--- src/rtl/dstore_pkg.sv ---
package dstore_pkg;

  localparam int unsigned INSN_W = 32;
  localparam int unsigned IDX_W  = 4;
  localparam int unsigned IMM_W  = 10;

  // strobes from the sequencer to the datapath
  typedef struct packed {
    logic load;     // capture operands and addresses
    logic execute;  // captured operation will really store
    logic second;   // present the second word beat
  } ctlStrobes_t;

endpackage

--- src/rtl/dstore_decode.sv ---
module dstore_decode
  import dstore_pkg::*;
(
  input  logic              isCompact,
  input  logic [INSN_W-1:0] insnWord,
  output logic              match,
  output logic              bad,
  output logic              isIndex,
  output logic              isAdd,
  output logic              wback,
  output logic [IDX_W-1:0]  rn,
  output logic [IDX_W-1:0]  rt,
  output logic [IDX_W-1:0]  rt2,
  output logic [IMM_W-1:0]  imm
);

  localparam logic [IDX_W-1:0] PC_IDX = '1;

  logic [15:0] hwHi, hwLo;
  logic        wideMatch, cmpMatch;
  logic        wideBad, cmpBad;

  assign hwHi = insnWord[31:16];
  assign hwLo = insnWord[15:0];

  assign wideMatch = (insnWord[31:28] != 4'hF) && (insnWord[27:25] == 3'b000) &&
                     insnWord[22] && !insnWord[20] && (insnWord[7:4] == 4'hF);
  assign cmpMatch  = (hwHi[15:9] == 7'b1110100) && hwHi[6] && !hwHi[4] &&
                     (hwHi[8] || hwHi[5]);

  always_comb begin
    if (isCompact) begin
      isIndex = hwHi[8];
      isAdd   = hwHi[7];
      wback   = hwHi[5];
      rn      = hwHi[3:0];
      rt      = hwLo[15:12];
      rt2     = hwLo[11:8];
      imm     = {hwLo[7:0], 2'b00};
      match   = cmpMatch;
    end else begin
      isIndex = insnWord[24];
      isAdd   = insnWord[23];
      wback   = !insnWord[24] || insnWord[21];
      rn      = insnWord[19:16];
      rt      = insnWord[15:12];
      rt2     = insnWord[15:12] + IDX_W'(1);
      imm     = {2'b00, insnWord[11:8], insnWord[3:0]};
      match   = wideMatch;
    end
  end

  assign wideBad = rt[0] || (!isIndex && insnWord[21]) || (rt2 == PC_IDX) ||
                   (wback && (rn == rt || rn == rt2 || rn == PC_IDX));
  assign cmpBad  = (rn == PC_IDX) || (rt == PC_IDX) || (rt2 == PC_IDX) ||
                   (wback && (rn == rt || rn == rt2));
  assign bad     = isCompact ? cmpBad : wideBad;

endmodule

--- src/rtl/dstore_ctrl.sv ---
module dstore_ctrl
  import dstore_pkg::*;
(
  input  logic        clk,
  input  logic        rstN,
  input  logic        cmdStart,
  input  logic        condPass,
  input  logic        match,
  input  logic        bad,
  input  logic        aligned,
  input  logic        memReady,
  output ctlStrobes_t stb,
  output logic        busy,
  output logic        memValid,
  output logic        done,
  output logic        undef
);

  typedef enum logic [1:0] {S_IDLE, S_BEAT0, S_BEAT1, S_FIN} state_t;

  state_t state, stateNext;
  logic   undefReg;
  logic   goNow;

  assign goNow = condPass && match && !bad;

  always_comb begin
    stateNext   = state;
    stb.load    = 1'b0;
    stb.execute = 1'b0;
    stb.second  = (state == S_BEAT1);
    case (state)
      S_IDLE: if (cmdStart) begin
        stb.load    = 1'b1;
        stb.execute = goNow;
        stateNext   = goNow ? S_BEAT0 : S_FIN;
      end
      S_BEAT0: if (memReady) stateNext = aligned ? S_FIN : S_BEAT1;
      S_BEAT1: if (memReady) stateNext = S_FIN;
      default: stateNext = S_IDLE;
    endcase
  end

  always_ff @(posedge clk) begin
    if (!rstN) begin
      state    <= S_IDLE;
      undefReg <= 1'b0;
    end else begin
      state <= stateNext;
      if (stb.load) undefReg <= condPass && !(match && !bad);
    end
  end

  assign busy     = (state != S_IDLE);
  assign memValid = (state == S_BEAT0) || (state == S_BEAT1);
  assign done     = (state == S_FIN);
  assign undef    = done && undefReg;

  AST_DONE_PULSE: assert property (@(posedge clk) disable iff (!rstN)
    done |=> !done);
  AST_START_BUSY: assert property (@(posedge clk) disable iff (!rstN)
    cmdStart && !busy |=> busy);
  AST_UNDEF_NO_REQ: assert property (@(posedge clk) disable iff (!rstN)
    undef |-> !memValid && !$past(memValid));

endmodule

--- src/rtl/dstore_datapath.sv ---
module dstore_datapath
  import dstore_pkg::*;
#(
  parameter int unsigned ADDR_W = 32,
  parameter int unsigned WORD_W = 32
) (
  input  logic                clk,
  input  logic                rstN,
  input  ctlStrobes_t         stb,
  input  logic                isIndex,
  input  logic                isAdd,
  input  logic                wback,
  input  logic [IDX_W-1:0]    rn,
  input  logic [IMM_W-1:0]    imm,
  input  logic                bigEndian,
  input  logic [ADDR_W-1:0]   baseVal,
  input  logic [WORD_W-1:0]   dataA,
  input  logic [WORD_W-1:0]   dataB,
  output logic                aligned,
  output logic [ADDR_W-1:0]   memAddr,
  output logic [2*WORD_W-1:0] memData,
  output logic                memWide,
  output logic                wbEn,
  output logic [IDX_W-1:0]    wbReg,
  output logic [ADDR_W-1:0]   wbValue
);

  localparam int unsigned WORD_BYTES = WORD_W / 8;
  localparam int unsigned ALIGN_BITS = $clog2(2 * WORD_BYTES);

  logic [ADDR_W-1:0] immExt, offNext, accNext;
  logic [ADDR_W-1:0] offAddr, accAddr;
  logic [WORD_W-1:0] wordA, wordB;
  logic              beLatched;

  assign immExt  = {{(ADDR_W-IMM_W){1'b0}}, imm};
  assign offNext = isAdd ? baseVal + immExt : baseVal - immExt;
  assign accNext = isIndex ? offNext : baseVal;

  always_ff @(posedge clk) begin
    if (!rstN) begin
      offAddr   <= '0;
      accAddr   <= '0;
      wordA     <= '0;
      wordB     <= '0;
      beLatched <= 1'b0;
      wbEn      <= 1'b0;
      wbReg     <= '0;
    end else if (stb.load) begin
      offAddr   <= offNext;
      accAddr   <= accNext;
      wordA     <= dataA;
      wordB     <= dataB;
      beLatched <= bigEndian;
      wbEn      <= stb.execute && wback;
      wbReg     <= rn;
    end
  end

  assign aligned = (accAddr[ALIGN_BITS-1:0] == '0);
  assign memWide = aligned && !stb.second;
  assign memAddr = stb.second ? accAddr + ADDR_W'(WORD_BYTES) : accAddr;
  assign wbValue = offAddr;

  always_comb begin
    if (memWide) memData = beLatched ? {wordA, wordB} : {wordB, wordA};
    else         memData = {{WORD_W{1'b0}}, stb.second ? wordB : wordA};
  end

endmodule

--- src/rtl/dstore_unit.sv ---
module dstore_unit
  import dstore_pkg::*;
#(
  parameter int unsigned ADDR_W = 32,
  parameter int unsigned WORD_W = 32
) (
  input  logic                clk,
  input  logic                rstN,
  input  logic                cmdStart,
  input  logic                isCompact,
  input  logic [INSN_W-1:0]   insnWord,
  input  logic                condPass,
  input  logic                bigEndian,
  input  logic [ADDR_W-1:0]   baseVal,
  input  logic [WORD_W-1:0]   dataA,
  input  logic [WORD_W-1:0]   dataB,
  output logic [IDX_W-1:0]    srcIdxA,
  output logic [IDX_W-1:0]    srcIdxB,
  output logic                busy,
  output logic                memValid,
  input  logic                memReady,
  output logic [ADDR_W-1:0]   memAddr,
  output logic [2*WORD_W-1:0] memData,
  output logic                memWide,
  output logic                done,
  output logic                undef,
  output logic                wbValid,
  output logic [IDX_W-1:0]    wbReg,
  output logic [ADDR_W-1:0]   wbValue
);

  ctlStrobes_t      stb;
  logic             match, bad, isIndex, isAdd, wback, aligned, wbEn;
  logic [IDX_W-1:0] rn;
  logic [IMM_W-1:0] imm;

  dstore_decode u_decode (
    .isCompact(isCompact), .insnWord(insnWord), .match(match), .bad(bad),
    .isIndex(isIndex), .isAdd(isAdd), .wback(wback), .rn(rn),
    .rt(srcIdxA), .rt2(srcIdxB), .imm(imm)
  );

  dstore_ctrl u_ctrl (
    .clk(clk), .rstN(rstN), .cmdStart(cmdStart), .condPass(condPass),
    .match(match), .bad(bad), .aligned(aligned), .memReady(memReady),
    .stb(stb), .busy(busy), .memValid(memValid), .done(done), .undef(undef)
  );

  dstore_datapath #(.ADDR_W(ADDR_W), .WORD_W(WORD_W)) u_datapath (
    .clk(clk), .rstN(rstN), .stb(stb), .isIndex(isIndex), .isAdd(isAdd),
    .wback(wback), .rn(rn), .imm(imm), .bigEndian(bigEndian),
    .baseVal(baseVal), .dataA(dataA), .dataB(dataB), .aligned(aligned),
    .memAddr(memAddr), .memData(memData), .memWide(memWide),
    .wbEn(wbEn), .wbReg(wbReg), .wbValue(wbValue)
  );

  assign wbValid = done && wbEn;

  AST_REQ_STABLE: assert property (@(posedge clk) disable iff (!rstN)
    memValid && !memReady |=> memValid && $stable(memAddr) && $stable(memData) && $stable(memWide));
  AST_BEAT_STEP: assert property (@(posedge clk) disable iff (!rstN)
    memValid && memReady && !memWide |=> !memValid || (memAddr == $past(memAddr) + ADDR_W'(WORD_W/8)));
  AST_WB_IN_DONE: assert property (@(posedge clk) disable iff (!rstN)
    wbValid |-> done && !undef);
  AST_WIDE_SINGLE: assert property (@(posedge clk) disable iff (!rstN)
    memValid && memReady && memWide |=> !memValid && done);

endmodule

--- config.mk ---
export PLATFORM = sky130hd
export DESIGN_NAME = dstore_unit
export DESIGN_NICKNAME = d
export VERILOG_FILES = /design/src/rtl/dstore_pkg.sv /design/src/rtl/dstore_decode.sv /design/src/rtl/dstore_ctrl.sv /design/src/rtl/dstore_datapath.sv /design/src/rtl/dstore_unit.sv
export SDC_FILE = /design/constraint.sdc
export NUM_CORES = 1
export LEC_CHECK = 0
export ABC_AREA = 1
export BUFFER_PORTS_ARGS = -buffer_cell sky130_fd_sc_hd__buf_2
export CORE_MARGIN = 5
export CORE_UTILIZATION = 45
export CTS_CLUSTER_DIAMETER = 200
export CTS_CLUSTER_SIZE = 10
export DETAILED_ROUTE_END_ITERATION = 10
export HOLD_SLACK_MARGIN = 0.02
export PLACE_DENSITY_LB_ADDON = 0.05
export SLEW_MARGIN = 20
export SYNTH_ARGS = -nofsm -noshare
export SYNTH_HDL_FRONTEND = slang
export SYNTH_HIERARCHICAL = 1
export SYNTH_SLANG_ARGS = --single-unit
--- constraint.sdc ---
create_clock -name clk -period 3.9 [get_ports clk]
set_input_delay 0.585 -clock clk [delete_from_list [all_inputs] [get_ports clk]]
set_output_delay 0.585 -clock clk [all_outputs]
set_load 0.1 [all_outputs]
### Word-level counts from Yosys, hierarchy flattened

Index checks and enable logic that the tools add are counted.

* register bits after elaboration: 137
* bits in latches: 0
* memory bits (writable): 0
* bits in read-only memories: 0
* output and inout port bits: 146
* word-level logic and storage cells: 85
* memories kept: 0

* add/subtract/negate cells: 4
* multipliers: 0
* div/mod/pow operators: 0
* magnitude comparators: 0
* equal/unequal tests: 14
* shift-type cells: 0
* multiplexer cells: 19
* bitwise operators: 0
* reduce and logical (&&, ||, !) cells: 39

Operators by type and width (count)
* $mux W32: 4
* $mux W64: 2
* $add A32 B10 Y32: 1
* $add A32 B3 Y32 const B: 1
* $sub A32 B10 Y32: 1
* $logic_and A1 B1 Y1: 18
* $eq A4 B4 Y1 const B: 4
* $mux W2: 6
* $logic_or A1 B1 Y1: 11
* $mux W10: 1
* $eq A4 B4 Y1: 2
* $eq A7 B7 Y1 const B: 1
* $logic_not A3 Y1: 2
* $ne A2 B2 Y1 const B: 3
* $pmux W2 S3: 1
* $logic_not A1 Y1: 5
* $add A4 B1 Y4 const B: 1
* $eq A2 B2 Y1 const B: 2
* $mux W1: 4
* $mux W4: 1
* $ne A4 B4 Y1 const B: 1
* $reduce_and A3 Y1: 1
* $eq A2 B1 Y1 const B: 1
* $logic_not A2 Y1: 1
* $reduce_bool A2 Y1: 1

### Depth between registers and ports, before layout

* depth in word-level cells: 13
* gate-level depth with buffers: 26

### Cells and area by module

Netlist, hierarchy kept.

Modules (own cells, without submodules)
* dstore_datapath: instances 1, cells each 1618, area each 9709.3 sq um, sequential area each 2682.6 sq um
* dstore_decode: instances 1, cells each 105, area each 580.6 sq um, sequential area each 0.0 sq um
* dstore_ctrl: instances 1, cells each 41, area each 262.8 sq um, sequential area each 60.1 sq um
* dstore_unit: instances 1, cells each 2, area each 7.5 sq um, sequential area each 0.0 sq um

### Worst setup path before layout

Ideal clock, no wire load.

* path kind: reg2out
* start point: reg u_ctrl.state[0]
* end point: out memData[0]
* arrival: 3.279 ns
* data required time: 3.315 ns
* path slack: 0.036 ns
* stages on the path, launching flop included: 7
* path buffers: 1
* cell sequence: dfxtp_1 > inv_1 > ha_1 > inv_1 > nand2_1 > clkbuf_1 > o21ai_0

RTL lines
* start, declared: RTL line dstore_ctrl.sv:21 `state_t state, stateNext;`
* start signal, assigned: RTL line dstore_ctrl.sv:49 `state <= stateNext;`
* end, declared: RTL line dstore_unit.sv:23 `output logic [2*WORD_W-1:0] memData,`

### Final worst setup path

* start point: in isCompact
* end point: reg u_datapath.accAddr[17]

* cells in the longest elaborated chain, start to end: 4
* elaborated cells between the ends (all ways): 5
* those cells by class: 2 x add/sub; 3 x mux

Ends and longest elaborated chain
* start, declared: RTL line dstore_unit.sv:10 `input logic isCompact,`
* $mux W10 *: RTL line dstore_decode.sv:32 `if (isCompact) begin`
* via imm[3]: RTL line dstore_unit.sv:35 `logic [IMM_W-1:0] imm;`
* $sub A32 B10 Y32 / $add A32 B10 Y32 (equally long branches): RTL line dstore_datapath.sv:37 `assign offNext = isAdd ? baseVal + immExt : baseVal - immExt;`
* $mux W32 *: RTL line dstore_datapath.sv:37
* $mux W32 *: RTL line dstore_datapath.sv:38 `assign accNext = isIndex ? offNext : baseVal;`
* end signal, assigned: RTL line dstore_datapath.sv:51 `accAddr <= accNext;`
* end, declared: RTL line dstore_datapath.sv:32 `logic [ADDR_W-1:0] offAddr, accAddr;`

The timed path passes the listed nets; every way through them passes the cells marked *.
A chain may end at the register's enable or synchronous reset.

==> run summary <==
status: finished, final reports clean
GRT met2 Usage: 43.8%
synthesis-stage register bit count: 137
Critical Path Source Type: input pin
final count of hold timing violations: 0
initial antenna violation count: 1
clock root cell: clkbuf_16
Routed Antenna Nets: 0
Synth Cell Area: 0.0106 sq mm
Power Density: 885 mW/mm^2
post-CTS setup buffers: 0
worst path required time: 4.15 ns
input/output buffers: 280
GRT met3 Usage: 3.56%
post-DR vias/cell: 5.10
Final WS setup: 0.472 ns
cts bufs inserted: 17
Layout area overhead: 20.4%
Initial Utilization: 45.4%
Total GRT Usage: 26.0%
met1 Use GR: 35.6%
P_leak: 6.90 nW
Max rail drop VDD: 0.000776 V
total clock sinks: 137
synth warn: 6
post_cts resized: 0
CTS tree: built
slew margin rel.: 31.3%
multi-input combinational cell area: 0.00647 sq mm
library cells used by synthesis: 42
Crit Path Class: in -> reg
io pins: 281
DRT Wirelength: 35700 um
final setup fails: 0
diode count: 0
worst min-delay path class: in -> reg
fill count: 2527
Max Cap Viol: 0
final setup TNS: 0 ns
Die Ht: 163 um
number of global-route vias before repair: 10.7k
Synth Net Count: 1942
sequential-to-total area share from yosys stat: 26.0%
CTS Buffer Depth: 2
DRC: 0
initial DRC count: 1065
first-pass GRT wire length: 55900 um
dpl ws: 0.0618 ns
layout cells sized above 1: 18.4%
worst-skew pair later-pin latency: 0.42 ns
GRT overflow: 0
worst-path fanout max: 8
Final HPWL DP: 27300 um
RD Place Congestion: 0.963
CP endpoint kind: register
Avg Cell Area, Syn: 5.98 sq um
Worst Tran Pin Value: 1.03 ns
H-tree level count: 4
GRT busiest layer: met2
row count: 56
drt wl/cell: 15.4 um
CTS clock-pin slew for the worst setup and hold paths: 0.07 ns
Critical Path AT: 3.67 ns
FF+latch area: 0.00274 sq mm
CTS Hold Bufs: 0
Tmin final: 3.43 ns
Tcrit/Tclk final: 87.9%
Final Slew Violations: 0
Peak Freq: 292 MHz
Nets: 2163
largest net degree at the start of global routing: 99
drt first pass iters: 6
detailed-route via count: 11.8k
Total Power: 11.3 mW
Post-Syn Instances: 1766
Die X: 163 um
unrepaired setup endpoints after global routing: no
Core Footprint: 0.0233 sq mm
Clock Skew: 0.00755 ns
die area: 0.0266 sq mm
[flip-flops by register name, summed over array words and instances (netlist names)]
name / cells
u_datapath/wbEn: 1
u_datapath/beLatched: 1
u_datapath/accAddr: 32
u_datapath/wbValue: 32
u_ctrl/undefReg: 1
u_datapath/wordB: 32
u_datapath/wbReg: 4
u_datapath/wordA: 32
u_ctrl/state: 2
[stage by stage]
step	util, %	area (sq um)	hold WS [ns]	std cells
final	54.7	12700	0.390	2318
after global routing	54.7	12700	0.387	2318
after CTS	54.7	12700	0.370	2318
after detailed placement	52.2	12100	0.459	2287
after global placement	52.2	12100	0.456	2287
after floorplan	-	10600	0.457	1766
[power breakdown]
| group | internal [mW] | leakage (nW) | switching, mW |
|---|---|---|---|
| clock network | 0.962 | 0.279 | 0.656 |
| registers | 1.76 | 1.13 | 0.276 |
| logic | 1.33 | 5.49 | 6.27 |
| total | 4.05 | 6.90 | 7.20 |
[final cells by class]
class,instances,share of cell area (%)
multi-input cells,1286,50.8
flip-flops and latches,137,21.6
clock buffers,18,3.45
well taps,319,3.14
clock inverters,13,1.14
inverters,246,7.31
repair buffers,299,12.6
[cells by family (layout without fill, tap and decap cells)]
kind of cell             Yosys count  in the layout  synth area share (%)
AO/OA/AOI/OAI                    359            359                  18.8
XOR/XNOR                          54             54                  4.48
adder cells (fa/ha/maj)           41             41                  4.93
buffers and inverters            343            576                  12.8
flip-flops                       137            137                  26.0
AND/OR/NAND/NOR                  832            832                  33.0
[Yosys cell counts]
cell type	n	area (sq um)
buf_4	12	90.1
nand3_4	1	17.5
or2_1	2	12.5
inv_1	237	890
o22ai_1	1	6.26
a21o_1	3	22.5
nor2_1	181	679
nand4_1	10	62.6
nor2_2	2	12.5
o21a_1	1	7.51
nor3_4	2	32.5
inv_4	1	6.26
nor2_4	2	22.5
dfxtp_1	137	2740
inv_2	7	26.3
buf_6	2	22.5
nor3_2	3	30.0
nand3b_4	1	20.0
nand2_4	3	33.8
buf_2	3	15.0
nor4_4	1	21.3
fa_1	1	20.0
o21ai_0	155	776
and2_1	3	18.8
o211ai_1	67	503
nor3_1	13	65.1
clkinv_1	1	3.75
xor2_1	31	272
o21bai_1	1	7.51
ha_1	40	500
nand2_2	5	31.3
nor4_2	1	12.5
nand3b_1	6	45.0
nand3_1	77	385
xnor2_1	23	201
clkbuf_1	72	270
buf_1	8	30.0
nand2_1	513	1930
nor4_1	2	12.5
a21oi_4	1	16.3
nand3_2	4	40.0
a21oi_1	130	651
[worst max-delay path, cell delays in order]
cell and delay (ns):
buf_2 0.15, inv_4 0.06, nand2_1 0.05, o21ai_0 0.14, or2_1 0.27, nor3_1 0.13
inv_1 0.07, nor2_1 0.25, a21oi_1 0.14, xor2_1 0.17, ha_1 0.37, nand2_1 0.12
nor2_1 0.22, nand3_1 0.11, nand3b_1 0.21, nand3_1 0.14, nand3_1 0.11, nand3_1 0.09
nand2_1 0.19, a21oi_1 0.08
[worst paths after layout]
check	from	end	slack, ns	cells after the start
min reg2reg	u_datapath/wbValue[7]$_SDFFE_PN0P_	u_datapath/wbValue[7]$_SDFFE_PN0P_	0.47	2
min	dataB[7]	u_datapath/wordB[7]$_SDFFE_PN0P_	0.39	3
max reg2reg	u_ctrl/state[0]$_SDFFE_PN0P_	u_datapath/accAddr[12]$_SDFFE_PN0P_	1.66	8
max	isCompact	u_datapath/accAddr[17]$_SDFFE_PN0P_	0.47	20
[cell usage in the layout (no fill, tap or decap), types with 6 or more instances in the layout]
cell type / Yosys / final
ha_1: 40 / 40
o21ai_0: 155 / 155
buf_4: 12 / 16
inv_1: 237 / 235
nor3_1: 13 / 13
clkbuf_16: 0 / 17
nand3_1: 77 / 77
o211ai_1: 67 / 67
nand3b_1: 6 / 6
buf_2: 3 / 279
dfxtp_1: 137 / 137
nand2_2: 5 / 6
xnor2_1: 23 / 23
nand4_1: 10 / 10
nand2_1: 513 / 512
inv_2: 7 / 8
a21oi_1: 130 / 130
nor2_1: 181 / 181
xor2_1: 31 / 31
[metal layers]
metal	wire length [um]	vias up
li1	-	6055
met2	16800	400
met4	550	2
met5	11	-
met3	2370	39
met1	16100	5327
Note: power is estimated with default switching activity, not from simulation.
